$ cat src/rtl/ucnt_pkg.sv
package ucnt_pkg;

    // Operation applied at the next rising edge
    typedef enum logic [1:0] {
        OP_HOLD = 2'd0,
        OP_LOAD = 2'd1,
        OP_UP   = 2'd2,
        OP_DOWN = 2'd3
    } op_e;

endpackage

$ cat src/rtl/ucnt_op_decode.sv
module ucnt_op_decode
    import ucnt_pkg::*;
(
    input  logic load_n,
    input  logic cnt_en_n,
    input  logic carry_in_n,
    input  logic dir_up,
    output op_e  op
);

    // Load wins over both enables; either enable high freezes the count
    always_comb begin
        if (!load_n) begin
            op = OP_LOAD;
        end else if (cnt_en_n || carry_in_n) begin
            op = OP_HOLD;
        end else if (dir_up) begin
            op = OP_UP;
        end else begin
            op = OP_DOWN;
        end
    end

endmodule

$ cat src/rtl/ucnt_state_reg.sv
module ucnt_state_reg
    import ucnt_pkg::*;
#(
    parameter int W = 4
) (
    input  logic         clk,
    input  op_e          op,
    input  logic [W-1:0] din,
    output logic [W-1:0] q
);

    localparam logic [W-1:0] STEP = W'(1);

    // No reset: the value is undefined until the first load
    always_ff @(posedge clk) begin
        unique case (op)
            OP_LOAD: q <= din;
            OP_UP:   q <= q + STEP;
            OP_DOWN: q <= q - STEP;
            OP_HOLD: q <= q;
            default: q <= q;
        endcase
    end

endmodule

$ cat src/rtl/ucnt_term_detect.sv
module ucnt_term_detect #(
    parameter int W = 4
) (
    input  logic [W-1:0] q,
    input  logic         dir_up,
    input  logic         carry_in_n,
    output logic         term_n
);

    localparam logic [W-1:0] TOP_VAL = {W{1'b1}};
    localparam logic [W-1:0] BOT_VAL = '0;

    logic at_end;

    always_comb begin
        at_end = dir_up ? (q == TOP_VAL) : (q == BOT_VAL);
        term_n = carry_in_n | ~at_end;
    end

endmodule

$ cat src/rtl/ucnt_stage.sv
module ucnt_stage
    import ucnt_pkg::*;
#(
    parameter int W = 4
) (
    input  logic         clk,
    input  logic         dir_up,
    input  logic [W-1:0] din,
    input  logic         load_n,
    input  logic         cnt_en_n,
    input  logic         carry_in_n,
    output logic [W-1:0] count,
    output logic         term_n
);

    op_e op;

    ucnt_op_decode u_dec (
        .load_n     (load_n),
        .cnt_en_n   (cnt_en_n),
        .carry_in_n (carry_in_n),
        .dir_up     (dir_up),
        .op         (op)
    );

    ucnt_state_reg #(.W(W)) u_reg (
        .clk (clk),
        .op  (op),
        .din (din),
        .q   (count)
    );

    ucnt_term_detect #(.W(W)) u_term (
        .q          (count),
        .dir_up     (dir_up),
        .carry_in_n (carry_in_n),
        .term_n     (term_n)
    );

endmodule

$ cat config.mk
export PLATFORM = sky130hd
export DESIGN_NAME = ucnt_stage
export DESIGN_NICKNAME = d
export VERILOG_FILES = /design/src/rtl/ucnt_pkg.sv /design/src/rtl/ucnt_op_decode.sv /design/src/rtl/ucnt_state_reg.sv /design/src/rtl/ucnt_term_detect.sv /design/src/rtl/ucnt_stage.sv
export SDC_FILE = /design/constraint.sdc
export NUM_CORES = 1
export LEC_CHECK = 0
export ABC_AREA = 1
export BUFFER_PORTS_ARGS = -buffer_cell sky130_fd_sc_hd__buf_2
export CAP_MARGIN = 20
export CORE_MARGIN = 8
export CORE_UTILIZATION = 28
export DETAILED_ROUTE_END_ITERATION = 10
export SYNTH_ARGS = -nofsm -noshare
export SYNTH_HDL_FRONTEND = slang
export SYNTH_SLANG_ARGS = --single-unit
export TNS_END_PERCENT = 50
$ cat constraint.sdc
create_clock -name clk -period 4 [get_ports clk]
set_clock_uncertainty 0.15 [all_clocks]
set_input_delay 0.4 -clock clk [delete_from_list [all_inputs] [get_ports clk]]
set_output_delay 0.4 -clock clk [all_outputs]
set_load 0.01 [all_outputs]
==> results.md <==
- Synth Area in XOR/XNOR: 0
- Fmax: 520 MHz
- CP max stage delay: 0.46 ns
- CP Launch Type: register
- Critical path class: reg -> out
- Hold Path Class: in -> reg
- GRT overflow: 0
- Biggest register: u_reg.q
- Clk slew on worst S/H paths: 0.04 ns
- Via count: 411
- # diodes: 0
- WP data required: 3.45 ns
- Clock Latency Late Sink: 0.23 ns
- Met1 WL: 420 um
- CP endpoint kind: output port
- Compound-Gate Fraction of Synth Area: 0.0693
- Synth top area cells: edfxtp_1 32%, nand2_1 27%, inv_1 8.9%
- Mux cell area share after synthesis: 0
- Starting DRT DRC Count: 8
- Share of layout cells above drive strength 1: 0.247
- Synth Instances: 58
- Vias per inst: 4.67
- Initial antenna violation count: 0
- Yosys reg bits: 4
- Drt wl/cell: 9.91 um
- Largest regs: u_reg.q x4
- Critical path data arrival time: 1.37 ns
- WL met2: 402 um
- VDD IR max: 0.159 mV
- Cts hold-fix bufs: 0
- Setup bufs post-CTS: 0
- Final-report hold violation count: 0
- Pin count of the biggest net entering global routing: 9
- Register area share after synthesis: 0.317
- Fin. max-slew vios: 0
- Static Leak: 0.263 nW
- Final worst slack: 2.08 ns
- Cell Pwr Density: 293 mW/mm2
- Critical path fanouts, max: 6
- Post-synth top flop: edfxtp_1
- CP cell instances: nor3_1 > inv_1 > o22ai_1 > nand2_1 > buf_2
- Share of the synthesized area in the top cell type: 0.317
- CTS max path bufs: 2
- Routed length on met3: 23 um
- Synth warn: 0
- Die Area: 0.00279 mm2
- Async SR Flop Fraction: 0
- Worst slack, placed: 2.13 ns
- Tmin final: 1.92 ns
- RSZ-0062 raised after global routing: no
- Residual DRC: 0
- IO Pins: 14
- Top Metal Used: met4
- Status: completed
- Post-DP HPWL: 699 um
- Cell taking the most area after synthesis: edfxtp_1
- Initial Util: 0.295
- Antenna Nets Post-Route: 0
- CTS sink cnt: 4
- Port Buffers: 13
- Worst-case headroom to the max-slew limit: 0.619
- Total GRT Usage: 0.0685
- Post-cts resize count: 0
- Top cells by count, synth: 27 x nand2_1, 9 x inv_1, 5 x nand4_1
- Post-synthesis net count: 68
- Final setup fails: 0
- Number of synthesized flops with an enable pin: 4
- TritonCTS clock tree: done
- Number of global-route vias before repair: 356
- GPL Wtd Cong: 0.760
- H-tree levels: 1
- Top-count cell post-synth: nand2_1
- Simple-gate share of the synthesized area: 0.479
- Placement row count: 13
- First-pass GRT wire length: 1.42 mm
- Main combinational cell family by area after synthesis: simple AND/OR/NAND/NOR gates
- Cell variety after synth: 13
- Core Box Area: 0.00128 mm2
- Worst-Margin Slew: 0.565 ns
- Post-Synth Adder-Cell Area: 0.0330
- Critical path's slowest cell: edfxtp_1
- Syn avg cell area: 6.54 um2
- Routed wire length: 872 um
- Die W: 52.8 um
- Clock root cell: clkbuf_4
- Max reg flops: 4
- TritonRoute pass-1 iters: 4
- Synthesized cell area: 379 um2
- Layout Area Growth over Synthesis: 26.7%
- Period Utilization, post-route: 0.481
- Num CTS Buffers: 3
- Setup TNS: 0 ns
- DIE HEIGHT: 52.8 um
- Final #Nets: 85
- Max-Cap Viols: 0
-- power breakdown --
part | switching (mW) | internal, mW | total (mW) | leakage [nW]
logic | 0.0215 | 0.0140 | 0.0356 | 0.209
registers | 0.00461 | 0.0513 | 0.0559 | 0.0402
clock network | 0.0160 | 0.0335 | 0.0495 | 0.0138
-- routing by layer --
metal | vias up | track usage
li1 | 223 | -
met1 | 175 | 0.0867
met2 | 9 | 0.0957
met3 | 4 | 0.00852
met4 | 0 | 0.0647
met5 | - | 0
-- per-stage QoR --
stage / area (um2) / util / total power [mW] / std cells / hold WS, ns
after floorplan: 379 / - / 0.0793 / 58 / 0.436
after global placement: 458 / 0.356 / 0.0920 / 85 / 0.522
after detailed placement: 458 / 0.356 / 0.0920 / 85 / 0.523
after CTS: 480 / 0.374 / 0.144 / 88 / 0.277
after global routing: 480 / 0.374 / 0.150 / 88 / 0.289
final: 480 / 0.374 / 0.141 / 88 / 0.285
-- worst max-delay path, delay by kind of cell, from the launching register on --
family                 cells  cell delay, ns
and+or+nand+nor            2            0.33
AOI/OAI and AO/OA          1            0.12
DFF                        1            0.46
buffers and inverters      2            0.22
-- cells by family after synthesis --
logic type / Yosys count
DFF: 4
AOI/OAI and AO/OA: 5
and+or+nand+nor: 38
buffers and inverters: 10
adders and majority gates: 1
-- final timing paths --
path | start | to | slack (ns) | cells past startpoint
worst max-delay path | u_reg.q[2]$_DFFE_PP_ | term_n | 2.08 | 5
worst min-delay path | din[3] | u_reg.q[3]$_DFFE_PP_ | 0.29 | 3
worst max register to register | u_reg.q[1]$_DFFE_PP_ | u_reg.q[2]$_DFFE_PP_ | 2.44 | 10
worst min register to register | u_reg.q[0]$_DFFE_PP_ | u_reg.q[0]$_DFFE_PP_ | 0.54 | 1
-- layout make-up --
class	instances	area (um2)
fillers	132	805
well taps	15	18.8
inverters	9	33.8
flip-flops and latches	4	120
repair buffers	13	65.1
clock buffers	3	22.5
multi-input cells	44	220
-- placed cells by master (no fill, tap or decap) --
| cell | netlist | layout |
|---|---|---|
| ha_1 | 1 | 1 |
| inv_1 | 9 | 9 |
| nand3_4 | 1 | 1 |
| nor3_1 | 1 | 1 |
| o21ai_0 | 2 | 2 |
| nand2_1 | 27 | 27 |
| edfxtp_1 | 4 | 4 |
| nor2_4 | 1 | 1 |
| clkbuf_4 | 0 | 3 |
| nand3_1 | 3 | 3 |
| a21oi_1 | 2 | 2 |
| buf_2 | 0 | 13 |
| nand4_1 | 5 | 5 |
| o22ai_1 | 1 | 1 |
No activity file was read; power rests on OpenSTA's default activity.
